--- src/rtl/tc_pkg.sv ---
package tc_pkg;
    parameter int VA_W   = 32;
    parameter int OFS_W  = 12;
    parameter int VPN_W  = VA_W - OFS_W;
    parameter int PPN_W  = 20;
    parameter int PERM_W = 2;

    typedef logic [VPN_W-1:0]  vpn_t;
    typedef logic [PPN_W-1:0]  ppn_t;
    typedef logic [PERM_W-1:0] perm_t;

    typedef struct packed {
        logic  valid;
        vpn_t  vpn;
        ppn_t  ppn;
        perm_t perm;
    } tc_entry_t;

    typedef enum logic [0:0] {
        TC_READY = 1'b0,
        TC_WALK  = 1'b1
    } tc_state_e;
endpackage

--- src/rtl/tc_victim_ptr.sv ---
module tc_victim_ptr #(
    parameter int ENTRIES = 16,
    localparam int IDX_W  = (ENTRIES > 1) ? $clog2(ENTRIES) : 1
) (
    input  logic             clk,
    input  logic             rst_n,
    input  logic             advance,
    output logic [IDX_W-1:0] ptr
);
    localparam logic [IDX_W-1:0] LAST = IDX_W'(ENTRIES - 1);

    // Round-robin slot selector; moves only when a new page is allocated.
    always_ff @(posedge clk or negedge rst_n) begin
        if (!rst_n) begin
            ptr <= '0;
        end else if (advance) begin
            ptr <= (ptr == LAST) ? '0 : ptr + 1'b1;
        end
    end
endmodule

--- src/rtl/tc_tag_array.sv ---
module tc_tag_array
    import tc_pkg::*;
#(
    parameter int ENTRIES = 16,
    localparam int IDX_W  = (ENTRIES > 1) ? $clog2(ENTRIES) : 1
) (
    input  logic             clk,
    input  logic             rst_n,
    // lookup port (combinational)
    input  vpn_t             lk_vpn,
    output logic             lk_hit,
    output ppn_t             lk_ppn,
    output perm_t            lk_perm,
    // fill port
    input  logic             fill_en,
    input  vpn_t             fill_vpn,
    input  ppn_t             fill_ppn,
    input  perm_t            fill_perm,
    input  logic [IDX_W-1:0] victim,
    output logic             fill_alloc,
    // invalidation
    input  logic             shoot_en,
    input  vpn_t             shoot_vpn,
    input  logic             flush
);
    logic [ENTRIES-1:0] vld;
    logic [ENTRIES-1:0] lk_match;
    logic [ENTRIES-1:0] fill_match;
    vpn_t               tag_a  [ENTRIES];
    ppn_t               ppn_a  [ENTRIES];
    perm_t              perm_a [ENTRIES];
    logic               fill_hit_any;

    assign fill_hit_any = |fill_match;
    assign fill_alloc   = fill_en && !fill_hit_any;

    for (genvar g = 0; g < ENTRIES; g++) begin : g_slot
        localparam logic [IDX_W-1:0] SLOT = IDX_W'(g);
        tc_entry_t q;
        tc_entry_t d;

        assign vld[g]        = q.valid;
        assign tag_a[g]      = q.vpn;
        assign ppn_a[g]      = q.ppn;
        assign perm_a[g]     = q.perm;
        assign lk_match[g]   = q.valid && (q.vpn == lk_vpn);
        assign fill_match[g] = q.valid && (q.vpn == fill_vpn);

        // Update order: fill first, then shootdown, then flush, so both
        // invalidations override a fill presented in the same cycle.
        always_comb begin
            d = q;
            if (fill_en && (fill_match[g] || (!fill_hit_any && victim == SLOT))) begin
                d = '{valid: 1'b1, vpn: fill_vpn, ppn: fill_ppn, perm: fill_perm};
            end
            if (shoot_en && d.vpn == shoot_vpn) begin
                d.valid = 1'b0;
            end
            if (flush) begin
                d.valid = 1'b0;
            end
        end

        always_ff @(posedge clk or negedge rst_n) begin
            if (!rst_n) begin
                q <= '0;
            end else begin
                q <= d;
            end
        end
    end

    // Match vector is at most one-hot, so an OR reduction acts as the mux.
    always_comb begin
        lk_hit  = |lk_match;
        lk_ppn  = '0;
        lk_perm = '0;
        for (int i = 0; i < ENTRIES; i++) begin
            if (lk_match[i]) begin
                lk_ppn  = lk_ppn | ppn_a[i];
                lk_perm = lk_perm | perm_a[i];
            end
        end
    end

    // ---- checks kept beside the storage they guard ----
    logic shoot_pend_q;
    vpn_t shoot_key_q;
    logic shoot_key_live;

    always_ff @(posedge clk or negedge rst_n) begin
        if (!rst_n) begin
            shoot_pend_q <= 1'b0;
            shoot_key_q  <= '0;
        end else begin
            shoot_pend_q <= shoot_en;
            shoot_key_q  <= shoot_vpn;
        end
    end

    always_comb begin
        shoot_key_live = 1'b0;
        for (int i = 0; i < ENTRIES; i++) begin
            if (vld[i] && tag_a[i] == shoot_key_q) begin
                shoot_key_live = 1'b1;
            end
        end
    end

    assert_shoot_removes_R7: assert property (@(posedge clk) disable iff (!rst_n)
        shoot_pend_q |-> !shoot_key_live);

    assert_flush_empties_R9: assert property (@(posedge clk) disable iff (!rst_n)
        flush |=> (vld == '0));

    assert_tag_unique_R6: assert property (@(posedge clk) disable iff (!rst_n)
        $onehot0(lk_match) && $onehot0(fill_match));
endmodule

--- src/rtl/tc_ctrl.sv ---
module tc_ctrl
    import tc_pkg::*;
(
    input  logic  clk,
    input  logic  rst_n,
    input  logic  lk_valid,
    input  vpn_t  lk_vpn,
    input  logic  lk_hit_c,
    input  ppn_t  lk_ppn_c,
    input  perm_t lk_perm_c,
    input  logic  fill_valid,
    output logic  lk_ready,
    output logic  walk_pending,
    output logic  rsp_valid,
    output logic  rsp_hit,
    output ppn_t  rsp_ppn,
    output perm_t rsp_perm,
    output logic  walk_req,
    output vpn_t  walk_vpn
);
    tc_state_e state_q;
    tc_state_e state_d;
    logic      accept;

    assign lk_ready     = (state_q == TC_READY);
    assign walk_pending = (state_q == TC_WALK);
    assign accept       = lk_valid && lk_ready;
    assign walk_req     = rsp_valid && !rsp_hit;

    always_comb begin
        state_d = state_q;
        unique case (state_q)
            TC_READY: if (accept && !lk_hit_c) state_d = TC_WALK;   // T1
            TC_WALK:  if (fill_valid)          state_d = TC_READY;  // T2
            default:  state_d = TC_READY;
        endcase
    end

    always_ff @(posedge clk or negedge rst_n) begin
        if (!rst_n) begin
            state_q <= TC_READY;
        end else begin
            state_q <= state_d;
        end
    end

    // Registered answer: one cycle after an accepted lookup.
    always_ff @(posedge clk or negedge rst_n) begin
        if (!rst_n) begin
            rsp_valid <= 1'b0;
            rsp_hit   <= 1'b0;
            rsp_ppn   <= '0;
            rsp_perm  <= '0;
            walk_vpn  <= '0;
        end else begin
            rsp_valid <= accept;
            rsp_hit   <= accept && lk_hit_c;
            rsp_ppn   <= (accept && lk_hit_c) ? lk_ppn_c : '0;
            rsp_perm  <= (accept && lk_hit_c) ? lk_perm_c : '0;
            if (accept && !lk_hit_c) begin
                walk_vpn <= lk_vpn;
            end
        end
    end

    assert_answer_next_R2: assert property (@(posedge clk) disable iff (!rst_n)
        (lk_valid && lk_ready) |=> rsp_valid);

    assert_no_answer_R3: assert property (@(posedge clk) disable iff (!rst_n)
        !(lk_valid && lk_ready) |=> !rsp_valid);

    assert_miss_walks_R3: assert property (@(posedge clk) disable iff (!rst_n)
        (rsp_valid && !rsp_hit) |-> (walk_pending && !lk_ready));

    assert_fill_ends_walk_R4: assert property (@(posedge clk) disable iff (!rst_n)
        (walk_pending && fill_valid) |=> lk_ready);
endmodule

--- src/rtl/translation_cache.sv ---
module translation_cache
    import tc_pkg::*;
#(
    parameter int ENTRIES = 16
) (
    input  logic              clk,
    input  logic              rst_n,
    input  logic              lk_valid,
    input  logic [VA_W-1:0]   lk_va,
    output logic              lk_ready,
    output logic              rsp_valid,
    output logic              rsp_hit,
    output logic [PPN_W-1:0]  rsp_ppn,
    output logic [PERM_W-1:0] rsp_perm,
    output logic              walk_req,
    output logic [VPN_W-1:0]  walk_vpn,
    output logic              walk_pending,
    input  logic              fill_valid,
    input  logic              fill_ok,
    input  logic [VPN_W-1:0]  fill_vpn,
    input  logic [PPN_W-1:0]  fill_ppn,
    input  logic [PERM_W-1:0] fill_perm,
    input  logic              shoot_valid,
    input  logic [VA_W-1:0]   shoot_va,
    input  logic              flush_all
);
    localparam int IDX_W = (ENTRIES > 1) ? $clog2(ENTRIES) : 1;

    vpn_t             lk_vpn;
    vpn_t             shoot_vpn;
    logic             hit_c;
    ppn_t             ppn_c;
    perm_t            perm_c;
    logic             fill_en;
    logic             alloc;
    logic [IDX_W-1:0] victim;
    logic             unused_ofs;

    assign lk_vpn     = lk_va[VA_W-1:OFS_W];
    assign shoot_vpn  = shoot_va[VA_W-1:OFS_W];
    assign fill_en    = fill_valid && fill_ok;
    assign unused_ofs = ^{lk_va[OFS_W-1:0], shoot_va[OFS_W-1:0]};

    tc_tag_array #(.ENTRIES(ENTRIES)) u_array (
        .clk        (clk),
        .rst_n      (rst_n),
        .lk_vpn     (lk_vpn),
        .lk_hit     (hit_c),
        .lk_ppn     (ppn_c),
        .lk_perm    (perm_c),
        .fill_en    (fill_en),
        .fill_vpn   (fill_vpn),
        .fill_ppn   (fill_ppn),
        .fill_perm  (fill_perm),
        .victim     (victim),
        .fill_alloc (alloc),
        .shoot_en   (shoot_valid),
        .shoot_vpn  (shoot_vpn),
        .flush      (flush_all)
    );

    tc_victim_ptr #(.ENTRIES(ENTRIES)) u_ptr (
        .clk     (clk),
        .rst_n   (rst_n),
        .advance (alloc),
        .ptr     (victim)
    );

    tc_ctrl u_ctrl (
        .clk          (clk),
        .rst_n        (rst_n),
        .lk_valid     (lk_valid),
        .lk_vpn       (lk_vpn),
        .lk_hit_c     (hit_c),
        .lk_ppn_c     (ppn_c),
        .lk_perm_c    (perm_c),
        .fill_valid   (fill_valid),
        .lk_ready     (lk_ready),
        .walk_pending (walk_pending),
        .rsp_valid    (rsp_valid),
        .rsp_hit      (rsp_hit),
        .rsp_ppn      (rsp_ppn),
        .rsp_perm     (rsp_perm),
        .walk_req     (walk_req),
        .walk_vpn     (walk_vpn)
    );
endmodule

--- config.mk ---
export PLATFORM = sky130hd
export DESIGN_NAME = translation_cache
export DESIGN_NICKNAME = d
export VERILOG_FILES = /design/src/rtl/tc_pkg.sv /design/src/rtl/tc_victim_ptr.sv /design/src/rtl/tc_tag_array.sv /design/src/rtl/tc_ctrl.sv /design/src/rtl/translation_cache.sv
export SDC_FILE = /design/constraint.sdc
export NUM_CORES = 2
export LEC_CHECK = 0
export ABC_CLOCK_PERIOD_IN_PS = 3410
export BUFFER_PORTS_ARGS = -buffer_cell sky130_fd_sc_hd__buf_2
export CORE_UTILIZATION = 45
export CTS_CLUSTER_DIAMETER = 40
export DETAILED_ROUTE_END_ITERATION = 6
export PLACE_DENSITY = 0.62
export SYNTH_ARGS = -nofsm -noshare
export SYNTH_HDL_FRONTEND = slang
export SYNTH_SLANG_ARGS = --single-unit
--- constraint.sdc ---
create_clock -name clk -period 3.41 [get_ports clk]
set_clock_uncertainty 0.05 [all_clocks]
set_input_delay 0.5115 -clock clk [delete_from_list [all_inputs] [get_ports clk]]
set_output_delay 0.5115 -clock clk [all_outputs]
set_load 0.1 [all_outputs]
# After elaboration in Yosys (flattened, before gate mapping)
# Index checks and enable logic that the tools add are counted.
[totals] register_bits=737 word_cells=376 output_inout_bits=47 romBits=0 ram_bits=0 latch_bits=0 n_memories=0 inputBits=113
[op_classes] n_mux=86 n_bitwise=31 n_reduce_logical=124 addsub=1 n_lt_le_gt_ge=0 eq_ne=63 div=0 shift=0 multipliers=0
[op_table] op="$eq 20x20->1" count=48
[op_table] op="$mux 43" count=16
[op_table] op="$mux 20" count=17
[op_table] op="$or 20x20->20" count=15
[op_table] op="$logic_and 1x1->1" count=86
[op_table] op="$reduce_bool 3->1" count=16
[op_table] op="$mux 1" count=34
[op_table] op="$mux 2" count=17
[op_table] op="$eq 4x4->1 const B" count=8
[op_table] op="$reduce_or 16->1" count=2
[op_table] op="$or 2x2->2" count=15
[op_table] op="$eq 4x3->1 const B" count=4
[op_table] op="$logic_or 1x1->1" count=16
[op_table] op="$eq 4x2->1 const B" count=2
[op_table] op="$add 4x1->4 const B" count=1
[op_table] op="$eq 4x1->1 const B" count=1
[op_table] op="$logic_not 4->1" count=1
[op_table] op="$mux 4" count=1
[op_table] op="$logic_not 1->1" count=3
[op_table] op="$pmux 1 s2" count=1
[op_table] op="$not 1->1" count=1

# Longest topological paths before layout
[logic_depth] word_depth=34 depth_mapped=18 mapped_depth_nobuf=12

# By module
# A second synthesis with hierarchy kept.
[hier_totals] hier_cells=3647 hier_area_um2=41982.8
[modules_own_cells] module="tc_tag_array" n_inst=1 cells_per_inst=3532 seq_area_each_um2=17216.5 area_each_um2=40222.3
[modules_own_cells] module="tc_ctrl" n_inst=1 cells_per_inst=97 seq_area_each_um2=1126.1 area_each_um2=1574.0
[modules_own_cells] module="tc_victim_ptr" n_inst=1 cells_per_inst=17 seq_area_each_um2=100.1 area_each_um2=180.2
[modules_own_cells] module="translation_cache" n_inst=1 cells_per_inst=1 seq_area_each_um2=0.0 area_each_um2=6.3

# Worst setup path after synthesis
# No wires, ideal clock.
[synth_timing] kind="input port to flip-flop" startpoint="input port fill_vpn[1]" endpoint="register u_array.g_slot[2].q[42] in the netlist's numbering" path_slack_ns=-0.019 n_path_buf=5 arrival_time_ns=3.275 setup_ns=0.104 t_required_ns=3.256 path_stages=15 cell_sequence="buf_6 > buf_6 > buf_6 > a222oi_1 > o2111ai_1 > nor4_2 > nor4_2 > buf_6 > and2_4 > a31oi_1 > buf_2 > mux2_2 > o22ai_1 > a211oi_1 > a221oi_1"
[synth_rtl] element="from (decl)" line_no="translation_cache.sv:20" rtl="input logic [VPN_W-1:0] fill_vpn,"
[synth_rtl] element="to (signal assigned)" line_no="tc_tag_array.sv:66" rtl="q <= '0;"
[synth_rtl] element="to (signal assigned)" line_no="tc_tag_array.sv:68" rtl="q <= d;"
[synth_rtl] element="to (decl)" line_no="tc_tag_array.sv:39" rtl="tc_entry_t q;"

==> out/metrics.csv <==
metric,value,unit
failing checks,negative setup slack,
Total Nets Final,4670,
post-route cell area,0.0576,mm^2
"Reg clk slew, reported paths",0.05,ns
Setup CP Type,in -> reg,
number of cell rows,111,
post-place setup slack,-1.33,ns
sequential-to-total area share from yosys stat,44.1,%
core box area,0.0918,mm^2
first-pass GRT wire length,269000,um
Placer Congestion,1.04,
fraction of registers with async set/reset,100,%
Mapped Nets,3754,
"Critical Path, Cell by Cell","buf_2, buf_4, xnor2_1, nand4_1, nor4_1, nand4_1, nand3_1, nor4_4, and3_4, buf_6, a2bb2o_4, buf_12, buf_12, mux2_4, xnor2_2, nor3_2, a211oi_1",
period utilization,110,%
Final Max Tran Viols,0,
Slew headroom,41.0,%
Hold Path Stages,2,
io pins,160,
f_max,267,MHz
Worst Path Max Fanout,9,
Die ar.,0.0941,mm^2
fin crit period,3.75,ns
share of layout cells above drive strength 1,44.8,%
RSZ-0062 raised after global routing,true,
Total GRT Usage,40.4,%
wire per inst,33.2,um
CTS Buffer Depth,3,
largest net degree at the start of global routing,75,
Post-Synthesis Cell Area,0.0418,mm^2
number of synthesized flops with an enable pin,0,
crit-path leading delay family,simple AND/OR/NAND/NOR gates,
drt first pass iters,5,
worst-margin pin slew,0.884,ns
DRC errors left,0,
Critical-path top delay cell,buf_2,
Area Overhead vs Synth,37.9,%
Yosys reg bits,737,
Via-to-Cell Ratio,6.14,
DRC violation total after the first TritonRoute iteration,3917,
Mapped Cells,3637,
"Buf+Inv Stages, Crit Path",5,
VDD IR max,0.481,mV
Crit. End Element,flip-flop,
syn avg cell area,11.5,um^2
Worst EP arrival,4.27,ns
crit-path max cell delay,0.49,ns
worst hold margin,0.0843,ns
final worst slack,-0.339,ns
Num CTS Buffers,119,
PwrDens,784,mW/mm^2
placed insts,5595,
Hold Path Class,in -> reg,
"Distinct cells, synth",79,
"Req. time, crit path",3.93,ns
clock latency on the worst-skew pair,0.73,ns
Die Span X,307,um
Post-DRT Antenna Nets,0,
port bufs,135,
CP Depth,17,
Starting Density,45.5,%
Non-Filler Instances,5892,
CTS Sinks,737,
endpoints failing setup,181,
status,finished with violations,
Main synth FF type,dfrtp_1,
Synth warnings,0,
leakage,26.1,nW
top-area cell type share of the netlist area,44.1,%
ranking of synthesized cells by area,"dfrtp_1 44%, mux2_2 18%, xnor2_1 9.2%",
post-DP HPWL,135000,um
number of fillers in the final layout,7265,
biggest area consumer among synthesized cells,dfrtp_1,
die height,307,um
Placed Instance Area,0.0508,mm^2
CTS tree,done,
max-cap violation count,0,
Clock Root Buffer,clkbuf_16,
Fin Setup TNS,-14.95,ns
vias in the first global route,36100,
H-Tree Depth,3,
vias,36200,
GRT overflow,0,
CP Launch Type,input pin,
worst r2r path cells,15,
initial antenna violation count,4,
Final Hold Vio Count,0,
Routed WL,196000,um
[registers in the layout, summed over array words and instances, names as in the netlist]
signal / cells
u_ptr.ptr: 4
u_ctrl.walk_vpn: 20
u_ctrl.rsp_ppn: 20
u_ctrl.walk_pending: 1
u_array.g_slot.q: 688
u_ctrl.rsp_hit: 1
u_ctrl.rsp_valid: 1
u_ctrl.rsp_perm: 2
[cell usage in the layout, fill, tap and decap left out, drive strengths merged, types with 15 or more instances in the layout]
master and n:
and3 27, xnor2 437, nor3 43, nor2 51
mux2 663, clkinv 37, dfrtp 737, nand2 86
o21ai 46, inv 57, nor4 146, a31oi 29
xor2 415, clkbuf 169, a221oi 88, buf 1074
o22ai 30, nand4 131, nor2b 15, a22oi 46
nand3 56, a21oi 20, a22o 70
[path summary, 6_finish.rpt]
path | start | slack, ns | endpoint
worst min-delay path | lk_valid | 0.08 | u_ctrl.rsp_valid
min in group asynchronous | rst_n | 0.39 | u_array.g_slot[8].q[25]
worst max register to register | u_array.g_slot[2].q[32] | -0.33 | u_array.g_slot[3].q[42]
worst min register to register | u_ctrl.walk_vpn[16] | 0.45 | u_ctrl.walk_vpn[16]
worst max-delay path | fill_vpn[6] | -0.34 | u_array.g_slot[3].q[42]
max in group asynchronous | rst_n | 1.95 | u_array.g_slot[10].q[10]
[per-stage QoR]
step	power (mW)	utilization, %
6_report	45.2	62.8
5_1_grt	47.0	62.8
4_1_cts	44.1	61.1
3_5_place_dp	31.2	55.3
3_3_place_gp	30.9	55.3
2_1_floorplan	24.3	-
[cell usage after synthesis, drive strengths merged, types with 43 or more instances]
master,n
dfrtp,737
mux2,663
xnor2,437
xor2,415
buf,162
nor4,146
clkbuf,139
nand4,131
a221oi,88
nand2,86
a22o,70
nand3,56
nor2,51
a22oi,46
inv,46
o21ai,46
nor3,43
[what timing repair did]
item	CTS	global route
endpoints found under the setup margin	600	391
gates cloned	4	20
hold endpoints to repair	54	0
buffers inserted	39	24
pin swaps	51	36
resized for setup	141	205
hold buffers	1	0
[worst register-to-register path, cell delays in order (launching register included)]
cell,delay [ns]
dfrtp_1,0.40
xnor2_1,0.22
nand4_1,0.13
nor4_1,0.43
nand4_1,0.39
nand3_1,0.25
nor4_4,0.07
and3_4,0.21
buf_6,0.11
a2bb2o_4,0.27
buf_12,0.15
buf_12,0.12
mux2_4,0.32
xnor2_2,0.16
nor3_2,0.22
a211oi_1,0.09
[cells by family (layout without fill, tap and decap cells)]
family	count (synthesis)	after routing	synth area share (%)
xor gates and xnor gates	852	852	17.8
other	0	1	0
AOI/OAI and AO/OA	404	405	7.51
and+or+nand+nor	618	618	8.36
buffers and inverters	353	1363	4.01
muxes	669	669	18.0
adders and majority gates	4	4	0.120
DFF	737	737	44.1
[final cells by class]
type                    instances  area (um^2)  share of cell area [%]
well taps                    1243         1560                    2.70
inverters                      52          195                   0.339
clock inverters                67          856                    1.48
clock buffers                 149         3270                    5.68
repair buffers               1095        10300                    17.9
diodes                          1         2.50                 0.00434
multi-input cells            2548        23000                    39.9
flip-flops and latches        737        18400                    32.0
[report_power, final]
group	switching [mW]	internal, mW	total (mW)	leakage (nW)
registers	2.48	12.5	14.9	9.49
logic	8.26	9.57	17.8	14.6
clock network	4.61	7.80	12.4	2.00
[layer usage]
metal	global-route usage (%)	vias up	share of wire, %
met5	0	-	0.013
li1	-	15000	-
met2	61.9	2089	44
met1	52.4	18500	40
met4	22.4	4	6.6
met3	9.70	607	9.4
(Power assumes the default switching activity.)
